<file path="src/rtl/ebus_pkg.sv">
`timescale 1ns/1ps
package ebus_pkg;
  typedef enum logic [1:0] {
    SL_IDLE  = 2'd0,
    SL_FETCH = 2'd1,
    SL_DADDR = 2'd2,
    SL_DSTRB = 2'd3
  } slot_e;

  typedef enum logic [1:0] {
    DQ_NONE  = 2'd0,
    DQ_READ  = 2'd1,
    DQ_WRITE = 2'd2
  } dreq_e;
endpackage

</file>
<file path="src/rtl/ebus_straps.sv">
`timescale 1ns/1ps
module ebus_straps (
  input  logic clk,
  input  logic rst_n,
  input  logic ea_pin_i,
  input  logic psen_pin_i,
  output logic ea_mode_o,
  output logic dl_mode_o
);
  logic init_q, init_d;
  logic ea_q, ea_d;
  logic dl_q, dl_d;

  always_comb begin
    init_d = 1'b0;
    ea_d   = ea_q;
    dl_d   = dl_q;
    if (init_q) begin
      ea_d = ea_pin_i;
      dl_d = ~psen_pin_i;
    end
  end

  always_ff @(posedge clk or negedge rst_n) begin
    if (!rst_n) begin
      init_q <= 1'b1;
      ea_q   <= 1'b0;
      dl_q   <= 1'b0;
    end else begin
      init_q <= init_d;
      ea_q   <= ea_d;
      dl_q   <= dl_d;
    end
  end

  assign ea_mode_o = ea_q;
  assign dl_mode_o = dl_q;

  AST_EA_HOLD: assert property (@(posedge clk) disable iff (!rst_n)
    !init_q |=> $stable(ea_mode_o));
  AST_DL_HOLD: assert property (@(posedge clk) disable iff (!rst_n)
    !init_q |=> $stable(dl_mode_o));
endmodule

</file>
<file path="src/rtl/ebus_phase.sv">
`timescale 1ns/1ps
module ebus_phase #(
  parameter int PHASES = 6,
  localparam int PH_W = $clog2(PHASES)
) (
  input  logic            clk,
  input  logic            rst_n,
  output logic [PH_W-1:0] ph_o,
  output logic            last_o
);
  localparam logic [PH_W-1:0] LAST = PH_W'(PHASES - 1);

  logic [PH_W-1:0] ph_q, ph_d;

  always_comb begin
    last_o = (ph_q == LAST);
    ph_d   = last_o ? '0 : ph_q + 1'b1;
  end

  always_ff @(posedge clk or negedge rst_n) begin
    if (!rst_n) ph_q <= '0;
    else        ph_q <= ph_d;
  end

  assign ph_o = ph_q;

  AST_PH_WRAP: assert property (@(posedge clk) disable iff (!rst_n)
    last_o |=> (ph_o == '0));
endmodule

</file>
<file path="src/rtl/ebus_slot_ctrl.sv">
`timescale 1ns/1ps
module ebus_slot_ctrl
  import ebus_pkg::*;
#(
  parameter int CADDR_W = 16,
  parameter int DADDR_W = 24,
  parameter int DATA_W  = 8,
  parameter logic [CADDR_W-1:0] INT_TOP = 16'hF7FF
) (
  input  logic               clk,
  input  logic               rst_n,
  input  logic               last_i,
  input  logic               ea_mode_i,
  input  logic               fetch_req_i,
  input  logic [CADDR_W-1:0] fetch_addr_i,
  input  logic               rd_req_i,
  input  logic               wr_req_i,
  input  logic [DADDR_W-1:0] daddr_i,
  input  logic [DATA_W-1:0]  wdata_i,
  output logic               fetch_ext_o,
  output slot_e              slot_o,
  output logic [CADDR_W-1:0] fa_o,
  output logic [DADDR_W-1:0] act_addr_o,
  output logic [DATA_W-1:0]  act_wdata_o,
  output logic               act_wr_o
);
  slot_e              slot_q, slot_d;
  dreq_e              pend_q, pend_d;
  logic [DADDR_W-1:0] paddr_q, paddr_d;
  logic [DATA_W-1:0]  pwd_q, pwd_d;
  logic [DADDR_W-1:0] aaddr_q, aaddr_d;
  logic [DATA_W-1:0]  awd_q, awd_d;
  logic               awr_q, awr_d;
  logic [CADDR_W-1:0] fa_q, fa_d;

  always_comb begin
    fetch_ext_o = ~ea_mode_i | (fetch_addr_i > INT_TOP);
    slot_d  = slot_q;
    pend_d  = pend_q;
    paddr_d = paddr_q;
    pwd_d   = pwd_q;
    aaddr_d = aaddr_q;
    awd_d   = awd_q;
    awr_d   = awr_q;
    fa_d    = fa_q;
    if (last_i) begin
      if (slot_q == SL_DADDR) begin
        slot_d = SL_DSTRB;
      end else if (pend_q != DQ_NONE) begin
        slot_d  = SL_DADDR;
        aaddr_d = paddr_q;
        awd_d   = pwd_q;
        awr_d   = (pend_q == DQ_WRITE);
        pend_d  = DQ_NONE;
      end else if (fetch_req_i && fetch_ext_o) begin
        slot_d = SL_FETCH;
        fa_d   = fetch_addr_i;
      end else begin
        slot_d = SL_IDLE;
      end
    end
    if ((pend_q == DQ_NONE) && (rd_req_i || wr_req_i)) begin
      pend_d  = wr_req_i ? DQ_WRITE : DQ_READ;
      paddr_d = daddr_i;
      pwd_d   = wdata_i;
    end
  end

  always_ff @(posedge clk or negedge rst_n) begin
    if (!rst_n) begin
      slot_q  <= SL_IDLE;
      pend_q  <= DQ_NONE;
      paddr_q <= '0;
      pwd_q   <= '0;
      aaddr_q <= '0;
      awd_q   <= '0;
      awr_q   <= 1'b0;
      fa_q    <= '0;
    end else begin
      slot_q  <= slot_d;
      pend_q  <= pend_d;
      paddr_q <= paddr_d;
      pwd_q   <= pwd_d;
      aaddr_q <= aaddr_d;
      awd_q   <= awd_d;
      awr_q   <= awr_d;
      fa_q    <= fa_d;
    end
  end

  assign slot_o      = slot_q;
  assign fa_o        = fa_q;
  assign act_addr_o  = aaddr_q;
  assign act_wdata_o = awd_q;
  assign act_wr_o    = awr_q;

  AST_ADDR_THEN_STRB: assert property (@(posedge clk) disable iff (!rst_n)
    (slot_q == SL_DADDR && last_i) |=> (slot_q == SL_DSTRB));
  AST_STRB_AFTER_ADDR: assert property (@(posedge clk) disable iff (!rst_n)
    (slot_q == SL_DSTRB && $past(slot_q) != SL_DSTRB) |-> ($past(slot_q) == SL_DADDR));
  AST_PEND_FIRST: assert property (@(posedge clk) disable iff (!rst_n)
    (last_i && slot_q != SL_DADDR && pend_q != DQ_NONE) |=> (slot_q == SL_DADDR));
endmodule

</file>
<file path="src/rtl/ebus_pins.sv">
`timescale 1ns/1ps
module ebus_pins
  import ebus_pkg::*;
#(
  parameter int PHASES  = 6,
  parameter int ALE_W   = 2,
  parameter int CADDR_W = 16,
  parameter int DADDR_W = 24,
  parameter int DATA_W  = 8,
  localparam int PH_W   = $clog2(PHASES),
  localparam int HI_W   = CADDR_W - DATA_W,
  localparam int PG_W   = DADDR_W - CADDR_W
) (
  input  logic               clk,
  input  logic               rst_n,
  input  logic [PH_W-1:0]    ph_i,
  input  logic               last_i,
  input  slot_e              slot_i,
  input  logic [CADDR_W-1:0] fa_i,
  input  logic [DADDR_W-1:0] act_addr_i,
  input  logic [DATA_W-1:0]  act_wdata_i,
  input  logic               act_wr_i,
  input  logic               ale_off_i,
  input  logic [DATA_W-1:0]  p0_latch_i,
  input  logic [DATA_W-1:0]  p0_in_i,
  output logic               ale_o,
  output logic               psen_n_o,
  output logic               rd_n_o,
  output logic               wr_n_o,
  output logic [DATA_W-1:0]  p0_out_o,
  output logic [DATA_W-1:0]  p0_oe_o,
  output logic [HI_W-1:0]    a_hi_o,
  output logic [PG_W-1:0]    page_o,
  output logic [DATA_W-1:0]  code_o,
  output logic               code_vld_o,
  output logic [DATA_W-1:0]  rdata_o,
  output logic               done_o
);
  localparam logic [PH_W-1:0] ALE_END  = PH_W'(ALE_W);
  localparam logic [PH_W-1:0] STRB_BEG = PH_W'(PHASES / 2);

  logic              strb_half;
  logic [DATA_W-1:0] code_q, code_d;
  logic              cvld_q, cvld_d;
  logic [DATA_W-1:0] rdat_q, rdat_d;
  logic              done_q, done_d;

  always_comb begin
    strb_half = (ph_i >= STRB_BEG);
    ale_o     = ~ale_off_i && (slot_i != SL_DSTRB) && (ph_i < ALE_END);
    psen_n_o  = ~((slot_i == SL_FETCH) && strb_half);
    rd_n_o    = ~((slot_i == SL_DSTRB) && ~act_wr_i);
    wr_n_o    = ~((slot_i == SL_DSTRB) && act_wr_i);
    a_hi_o    = (slot_i == SL_FETCH) ? fa_i[CADDR_W-1:DATA_W]
                                     : act_addr_i[CADDR_W-1:DATA_W];
    page_o    = act_addr_i[DADDR_W-1:CADDR_W];
    unique case (slot_i)
      SL_FETCH: begin
        p0_out_o = strb_half ? '0 : fa_i[DATA_W-1:0];
        p0_oe_o  = strb_half ? '0 : '1;
      end
      SL_DADDR: begin
        p0_out_o = act_addr_i[DATA_W-1:0];
        p0_oe_o  = '1;
      end
      SL_DSTRB: begin
        p0_out_o = act_wr_i ? act_wdata_i : '0;
        p0_oe_o  = act_wr_i ? '1 : '0;
      end
      default: begin
        p0_out_o = '0;
        p0_oe_o  = ~p0_latch_i;
      end
    endcase
  end

  always_comb begin
    code_d = code_q;
    rdat_d = rdat_q;
    cvld_d = last_i && (slot_i == SL_FETCH);
    done_d = last_i && (slot_i == SL_DSTRB);
    if (cvld_d) code_d = p0_in_i;
    if (done_d && ~act_wr_i) rdat_d = p0_in_i;
  end

  always_ff @(posedge clk or negedge rst_n) begin
    if (!rst_n) begin
      code_q <= '0;
      cvld_q <= 1'b0;
      rdat_q <= '0;
      done_q <= 1'b0;
    end else begin
      code_q <= code_d;
      cvld_q <= cvld_d;
      rdat_q <= rdat_d;
      done_q <= done_d;
    end
  end

  assign code_o     = code_q;
  assign code_vld_o = cvld_q;
  assign rdata_o    = rdat_q;
  assign done_o     = done_q;

  AST_ONE_STROBE: assert property (@(posedge clk) disable iff (!rst_n)
    $onehot0({ale_o, ~psen_n_o, ~rd_n_o, ~wr_n_o}));
  AST_STRB_HOLD: assert property (@(posedge clk) disable iff (!rst_n)
    ((~rd_n_o || ~wr_n_o) && !last_i) |=> (~rd_n_o || ~wr_n_o));
  AST_PORT_FREE: assert property (@(posedge clk) disable iff (!rst_n)
    ~psen_n_o |-> (p0_oe_o == '0));
  AST_DONE_AFTER_STRB: assert property (@(posedge clk) disable iff (!rst_n)
    $rose(done_o) |-> $past(~rd_n_o || ~wr_n_o));
endmodule

</file>
<file path="src/rtl/ebus_seq.sv">
`timescale 1ns/1ps
module ebus_seq
  import ebus_pkg::*;
#(
  parameter int CADDR_W = 16,
  parameter int DADDR_W = 24,
  parameter int DATA_W  = 8,
  parameter int PHASES  = 6,
  parameter int ALE_W   = 2,
  parameter logic [CADDR_W-1:0] INT_TOP = 16'hF7FF,
  localparam int PH_W   = $clog2(PHASES),
  localparam int HI_W   = CADDR_W - DATA_W,
  localparam int PG_W   = DADDR_W - CADDR_W
) (
  input  logic               clk,
  input  logic               rst_n,
  input  logic               ea_pin_i,
  input  logic               psen_pin_i,
  input  logic               ale_off_i,
  input  logic [DATA_W-1:0]  p0_latch_i,
  input  logic [DATA_W-1:0]  p0_in_i,
  input  logic               fetch_req_i,
  input  logic [CADDR_W-1:0] fetch_addr_i,
  output logic               fetch_ext_o,
  input  logic               rd_req_i,
  input  logic               wr_req_i,
  input  logic [DADDR_W-1:0] daddr_i,
  input  logic [DATA_W-1:0]  wdata_i,
  output logic               ale_o,
  output logic               psen_n_o,
  output logic               rd_n_o,
  output logic               wr_n_o,
  output logic [DATA_W-1:0]  p0_out_o,
  output logic [DATA_W-1:0]  p0_oe_o,
  output logic [HI_W-1:0]    a_hi_o,
  output logic [PG_W-1:0]    page_o,
  output logic [DATA_W-1:0]  code_o,
  output logic               code_vld_o,
  output logic [DATA_W-1:0]  rdata_o,
  output logic               done_o,
  output logic               ea_mode_o,
  output logic               dl_mode_o
);
  logic [PH_W-1:0]    ph;
  logic               last;
  slot_e              slot;
  logic [CADDR_W-1:0] fa;
  logic [DADDR_W-1:0] act_addr;
  logic [DATA_W-1:0]  act_wdata;
  logic               act_wr;

  ebus_straps u_straps (
    .clk        (clk),
    .rst_n      (rst_n),
    .ea_pin_i   (ea_pin_i),
    .psen_pin_i (psen_pin_i),
    .ea_mode_o  (ea_mode_o),
    .dl_mode_o  (dl_mode_o)
  );

  ebus_phase #(.PHASES(PHASES)) u_phase (
    .clk    (clk),
    .rst_n  (rst_n),
    .ph_o   (ph),
    .last_o (last)
  );

  ebus_slot_ctrl #(
    .CADDR_W(CADDR_W), .DADDR_W(DADDR_W), .DATA_W(DATA_W), .INT_TOP(INT_TOP)
  ) u_ctrl (
    .clk          (clk),
    .rst_n        (rst_n),
    .last_i       (last),
    .ea_mode_i    (ea_mode_o),
    .fetch_req_i  (fetch_req_i),
    .fetch_addr_i (fetch_addr_i),
    .rd_req_i     (rd_req_i),
    .wr_req_i     (wr_req_i),
    .daddr_i      (daddr_i),
    .wdata_i      (wdata_i),
    .fetch_ext_o  (fetch_ext_o),
    .slot_o       (slot),
    .fa_o         (fa),
    .act_addr_o   (act_addr),
    .act_wdata_o  (act_wdata),
    .act_wr_o     (act_wr)
  );

  ebus_pins #(
    .PHASES(PHASES), .ALE_W(ALE_W), .CADDR_W(CADDR_W),
    .DADDR_W(DADDR_W), .DATA_W(DATA_W)
  ) u_pins (
    .clk         (clk),
    .rst_n       (rst_n),
    .ph_i        (ph),
    .last_i      (last),
    .slot_i      (slot),
    .fa_i        (fa),
    .act_addr_i  (act_addr),
    .act_wdata_i (act_wdata),
    .act_wr_i    (act_wr),
    .ale_off_i   (ale_off_i),
    .p0_latch_i  (p0_latch_i),
    .p0_in_i     (p0_in_i),
    .ale_o       (ale_o),
    .psen_n_o    (psen_n_o),
    .rd_n_o      (rd_n_o),
    .wr_n_o      (wr_n_o),
    .p0_out_o    (p0_out_o),
    .p0_oe_o     (p0_oe_o),
    .a_hi_o      (a_hi_o),
    .page_o      (page_o),
    .code_o      (code_o),
    .code_vld_o  (code_vld_o),
    .rdata_o     (rdata_o),
    .done_o      (done_o)
  );

  AST_INT_WINDOW_QUIET: assert property (@(posedge clk) disable iff (!rst_n)
    (ea_mode_o && slot == SL_FETCH) |-> (fa > INT_TOP));
  AST_ALE_OFF: assert property (@(posedge clk) disable iff (!rst_n)
    (ale_off_i && slot == SL_DADDR) |-> !ale_o);
endmodule

</file>
<file path="config.mk">
export PLATFORM = sky130hd
export DESIGN_NAME = ebus_seq
export DESIGN_NICKNAME = d
export VERILOG_FILES = /design/src/rtl/ebus_pkg.sv /design/src/rtl/ebus_straps.sv /design/src/rtl/ebus_phase.sv /design/src/rtl/ebus_slot_ctrl.sv /design/src/rtl/ebus_pins.sv /design/src/rtl/ebus_seq.sv
export SDC_FILE = /design/constraint.sdc
export NUM_CORES = 1
export LEC_CHECK = 0
export ABC_CLOCK_PERIOD_IN_PS = 2830
export BUFFER_PORTS_ARGS = -buffer_cell sky130_fd_sc_hd__clkbuf_2
export CAP_MARGIN = 20
export CORE_AREA = 2 2 90 109
export DETAILED_ROUTE_END_ITERATION = 7
export DIE_AREA = 0 0 92 111
export PLACE_DENSITY = 0.76
export RECOVER_POWER = 25
export SLEW_MARGIN = 20
export SYNTH_ARGS = -nofsm -noshare
export SYNTH_HDL_FRONTEND = slang
export SYNTH_HIERARCHICAL = 1
export SYNTH_SLANG_ARGS = --single-unit
</file>
<file path="constraint.sdc">
create_clock -name clk -period 2.83 [get_ports clk]
set_input_delay 0.1415 -clock clk [delete_from_list [all_inputs] [get_ports clk]]
set_output_delay 0.1415 -clock clk [all_outputs]
set_load 0.03 [all_outputs]
</file>
==> metrics.txt, run 1 <==
status=finished clean; Leak Pwr=0.00280 uW; max-slew violation count=0; fin crit share=78.3%; async set-reset flop share out of synthesis=between 90% and 100%; Post-CTS Setup Bufs=0; worst setup path class=reg -> out; clock tree sinks=109; synthesis-to-finish area growth=23.4%; Post-synth EDFFs=0; Final Hold Viols=0; core area=between 9000 and 10000 sq um; drt pass-1 iters=4; initial DRC count=135; warnings from Yosys=6; Mapped Nets=381; CTS root buffer=clkbuf_16; Max Cap Violations=0; number of synthesized register bits=about 110; DRT antenna net count=0; Initial Util=about half; clk slew on worst S/H paths=0.07 ns; Most used DFF post-synth=dfrtp_1; synthesized area=roughly 4600 sq um; gr usage total=18.6%; clk_lat worst skew=0.34 ns; max_slew headroom=4.02%; first-pass GRT wire length=14700 um; RD Place Congestion=0.789; f_max=0.451 GHz; instance count of the mapped netlist=309; required time worst endpoint=2.69 ns; synth cell count leaders=dfrtp_1 (108), mux2_2 (85), mux2_4 (19), a21oi_1 (11), and3_1 (11); Post-CTS Resized=0; startpoint types=flip-flop; Cell Area, Placed=roughly 5400 sq um; worst clock skew=0.00611 ns; diodes inserted=0; wire length per cell=between 15 and 20 um; DRT Wirelength=9110 um; RSZ-0062 raised after global routing=false; crit path time final=2.22 ns; grt total ovfl=0; Min-Delay Path Class=in -> reg; Residual DRC=0; fin area=5710 sq um; Die Span Y=111 um; die area=10200 sq um; CP endpoint kind=output port; H-tree Lvls=3; # nets final=around 500; I/O pins=between 100 and 150; Worst-Margin Slew=1.44 ns; Via density=between 5 and 6; total number of vias=2906; r2r setup slk=0.85 ns; largest net degree at the start of global routing=110; initial antenna violation count=0; top post-synthesis cells by area=dfrtp_1 (58%), mux2_2 (21%), mux2_4 (6.2%); port buffer count=128; die width=92 um; maximum vdd drop=0.000534 V; layout cell share with drive strength beyond 1=59.5%; Cell Pwr Density=1130 nW/um^2; Post-Synthesis Mean Instance Area=15.0 sq um; detailed placer's ending HPWL=approximately 6500 um; Seq/Total Area, Yosys=58.9%; top-count cell post-synth=dfrtp_1; row cnt=39; Yosys top cell by area=dfrtp_1; vias in the first global route=~3100; deepest clock path buffer count=2; maximum fanout along the worst path=9; Final Setup Violations=0; Final TNS setup=0 ns; hold_ws=0.0272 ns; CP arrival=2.08 ns; top cell type's share of synthesized area=58.4%; CTS tree=done; Num CTS Buffers=9; Distinct cells, synth=36
==> per-stage QoR <==
step | std cells | setup slack [ns] | total power, uW | utilization [%]
2_1_floorplan | 309 | 0.814 | 4500 | -
3_3_place_gp | 545 | 0.912 | 5090 | 57.9
3_5_place_dp | 545 | 0.826 | 5180 | 57.9
4_1_cts | 563 | 0.615 | 6560 | 61.8
5_1_grt | 563 | 0.486 | 6830 | 61.6
6_report | 563 | 0.613 | 6480 | 61.6
==> critical path, stage by stage (launching register included) <==
cell,delay [ns]
dfrtp_1,0.48
nor2b_2,0.20
nor2b_1,0.57
a221o_1,0.28
clkbuf_2,0.21
==> kinds of logic after synthesis <==
kind of cell / share of synthesized area (%)
buf+inv: 3.73
simple gates: 5.16
flops: 58.9
mux: 27.5
compound gates: 4.59
other cells: 0.0810
==> cell usage in the layout, fill, tap and decap left out, drive strengths merged, types with 2 or more instances in the layout <==
master / instances
a21oi: 11
a221o: 8
and2: 2
and3: 11
buf: 6
bufinv: 2
clkbuf: 140
clkinvlp: 3
dfrtp: 108
dlygate4sd3: 2
inv: 5
mux2: 105
mux2i: 2
nand2: 11
nand2b: 4
nor2: 2
nor2b: 3
o21ai: 3
==> sequential cells by signal, summed over array words and instances, names as in the netlist <==
| name | cells |
|---|---|
| u_ctrl/act_addr_o | 24 |
| u_straps/init_q | 1 |
| u_straps/dl_mode_o | 1 |
| u_pins/done_o | 1 |
| u_ctrl/act_wr_o | 1 |
| u_straps/ea_mode_o | 1 |
| u_ctrl/pend_q | 2 |
| u_pins/code_vld_o | 1 |
| u_ctrl/slot_o | 2 |
| u_ctrl/fa_o | 16 |
| u_pins/rdata_o | 8 |
| u_ctrl/pwd_q | 8 |
| u_phase/ph_o | 3 |
| u_ctrl/paddr_q | 24 |
| u_pins/code_o | 8 |
| u_ctrl/act_wdata_o | 8 |
==> area by class of cell <==
| cell class | count | area [sq um] |
|---|---|---|
| repair buffers | 137 | 741 |
| flip-flops and latches | 109 | 2730 |
| well taps | 123 | 154 |
| fillers | 753 | 3560 |
| clock inverters | 5 | 82.6 |
| multi-input cells | 173 | 1740 |
| clock buffers | 11 | 253 |
| inverters | 5 | 18.8 |
==> path summary, 6_finish.rpt <==
kind,from,end,depth (start not counted)
min in group asynchronous,rst_n,u_ctrl/paddr_q[4],3
setup / recovery,u_ctrl/slot_o[0],p0_out_o[1],4
hold reg to reg,u_ctrl/act_addr_o[13],u_ctrl/act_addr_o[13],1
hold / removal,fetch_addr_i[4],u_ctrl/fa_o[4],2
setup reg to reg,u_phase/ph_o[1],u_ctrl/act_wdata_o[3],6
max in group asynchronous,rst_n,u_pins/code_vld_o,3
==> power breakdown <==
part / internal (uW) / total (uW) / switching (uW)
Sequential: 2190 / 2560 / 366
Combinational: 1090 / 2570 / 1480
Clock: 823 / 1360 / 534
Total: 4100 / 6480 / 2380
==> repair_timing <==
action / CTS / global route
setup endpoints to repair: 0 / 0
endpoints found under the hold margin: 109 / 0
hold buffers: 2 / 0
==> layer usage <==
| layer | up-vias | GRT usage [%] | routed length (um) |
|---|---|---|---|
| met2 | 62 | 31.7 | 4740 |
| li1 | 1342 | - | - |
| met3 | 12 | 3.54 | 345 |
| met4 | 0 | 8.06 | 166 |
| met1 | 1490 | 22.9 | 3850 |
| met5 | - | 0 | 0 |
Power figures use the tool's default switching activity.
==> run 2, diff against run 1 <==
- ABC_CLOCK_PERIOD_IN_PS: 2830 -> 1790
- CORE_AREA: 2 2 90 109 -> 2 2 94 114
- DIE_AREA: 0 0 92 111 -> 0 0 96 116
- PLACE_DENSITY: 0.76 -> 0.73
- clock period: 2.83 -> 1.79 ns (I/O delays scaled with it)
==> run 2 against run 1 <==
Effect of this change: first-iteration DRC count decreased by 37%; clock skew increased by 0.00084 ns; cell count increased by 12%; combinational power increased by 77%; highest routed layer unchanged; flip-flop and latch count unchanged; global-route usage increased by 0.98 points; register-to-register slack got worse by 0.75 ns; count of clock-buffer cells in the layout increased by 1; utilization increased by 3.0 points; setup slack got worse by 0.61 ns; wire length increased by 14%; worst hold slack got worse by 0.018 ns.
==> metrics.txt, run 2 (same netlist as run 1, synthesis figures left out) <==
Num CTS Buffers=9; startpoint types=flip-flop; post-place setup slack=-0.0247 ns; initial DRC count=85; Worst Hold Launch=wdata_i[2]; clock tree sinks=109; clk_lat worst skew=roughly 0.34 ns; detailed placer's ending HPWL=6890 um; Max Cap Violations=0; Worst-Margin Slew=0.955 ns; synthesis-to-finish area growth=38.9%; Leak Pwr=0.00304 uW; crit path time final=1.79 ns; DRT Wirelength=10400 um; r2r setup slk=0.10 ns; Cell Pwr Density=1650 nW/um^2; RSZ-0062 raised after global routing=true; Via density=5.02; largest net degree at the start of global routing=52; max_slew headroom=36.3%; maximum fanout along the worst path=11; Slowest-stage cell, CP=dfrtp_1; core area=~10000 sq um; H-tree Lvls=3; CTS tree=done; CP endpoint kind=output port; Fill cells=750; commonest non-fill, non-tap cell in the layout=dfrtp_1; wire length per cell=16.5 um; initial antenna violation count=0; Residual DRC=0; Hold Path Sink=u_ctrl/pwd_q[2]; gr usage total=19.5%; drt pass-1 iters=4; row cnt=40; Sequential Area=2730 sq um; Initial Util=a little under half; Final Setup Violations=0; fin crit share=99.8%; cells along the critical path=buf_6 -> and2_4 -> and3_1 -> a221o_1 -> buf_8; RD Place Congestion=0.754; vias in the first global route=3269; f_max=about 0.56 GHz; I/O pins=roughly 130; maximum vdd drop=0.000802 V; max-slew violation count=0; diodes inserted=0; r2r startpoint=u_phase/ph_o[1]; Cell Area, Placed=roughly 5400 sq um; CP delay by family, top=flip-flops; Final WS setup=0.00276 ns; most frequent cells in the layout=dfrtp_1 (106), clkbuf_2 (98), mux2_2 (85); # nets final=572; grt total ovfl=0; die width=96 um; die area=11100 sq um; R2R cell count=6; first-pass GRT wire length=16400 um; fin area=6430 sq um; largest stage delay on the critical path=0.40 ns; CTS root buffer=clkbuf_16; CP arrival=~1.7 ns; port buffer count=128; total number of vias=3165; worst setup path class=reg -> out; Die Span Y=116 um; Hold Path Cell Cnt=2; Multi-input gate area=~1800 sq um; worst clock skew=0.00695 ns; layout cell share with drive strength beyond 1=52.7%; deepest clock path buffer count=2; required time worst endpoint=about 1.7 ns; critical path buffer and inverter count=2; clk slew on worst S/H paths=roughly 0.070 ns; worst reg2reg endpoint=u_ctrl/fa_o[0]; Min-Delay Path Class=in -> reg; Final Hold Viols=0; DRT antenna net count=0; status=finished clean
## run 2: through the flow
step                cells  utilization [%]  TNS [ns]  hold slack, ns  power, uW
detailed placement    554             54.7   -0.0960          0.0919       8230
CTS                   624             64.1   -0.0527        0.000182      10600
global route          631             64.6    -0.270         0.00294      11100
floorplan             309                -    -0.461          -0.206       7130
global placement      554             54.7         0          0.0812       8090
finish                631             64.6         0         0.00941      10600
## run 2: metal layers
layer	global-route usage [%]	vias to the layer above	share of wire, %
li1	-	1470	-
met1	23.9	1609	42
met2	33.1	70	52
met3	4.23	16	3.6
met4	8.38	0	2.3
met5	0	-	0
## run 2: final cells by class
class,count,area share [%]
multi-input cells,173,27.7
clock buffers,12,3.83
well taps,126,2.45
flip-flops and latches,109,42.5
clock inverters,4,0.856
repair buffers,202,22.5
inverters,5,0.292
## run 2: power breakdown
part           switching, uW  leakage (uW)  internal, uW
Clock                    856      0.000143          1130
Combinational           2450       0.00159          2110
Sequential               574       0.00130          3460
Total                   3880       0.00304          6700
## run 2: worst max path at each step
| stage | cells past startpoint | end | start |
|---|---|---|---|
| final | 5 | p0_out_o[5] | u_ctrl/slot_o[0] |
| after global routing | 4 | p0_out_o[2] | u_ctrl/slot_o[1] |
| after CTS | 5 | p0_out_o[5] | u_ctrl/slot_o[0] |
| after detailed placement | 4 | p0_out_o[5] | u_phase/ph_o[0] |
| after global placement | 4 | p0_out_o[0] | u_phase/ph_o[0] |
| after floorplan | 7 | u_ctrl/act_addr_o[10] | u_phase/ph_o[1] |
## run 2: repair_timing
item                                    CTS  global route
hold buffers                             52             2
gates resized for setup                  25            18
buffers inserted                          2             4
endpoints found under the setup margin   13            62
gates cloned                              0             1
pin swaps                                 0             5
endpoints found under the hold margin    92             2
## run 2: worst reg2reg max path, delay by kind of cell, from the launching register on
family	cells	cell delay (ns)
buf+inv	2	0.29
simple gates	2	0.29
compound gates	1	0.22
mux	1	0.36
flops	1	0.41
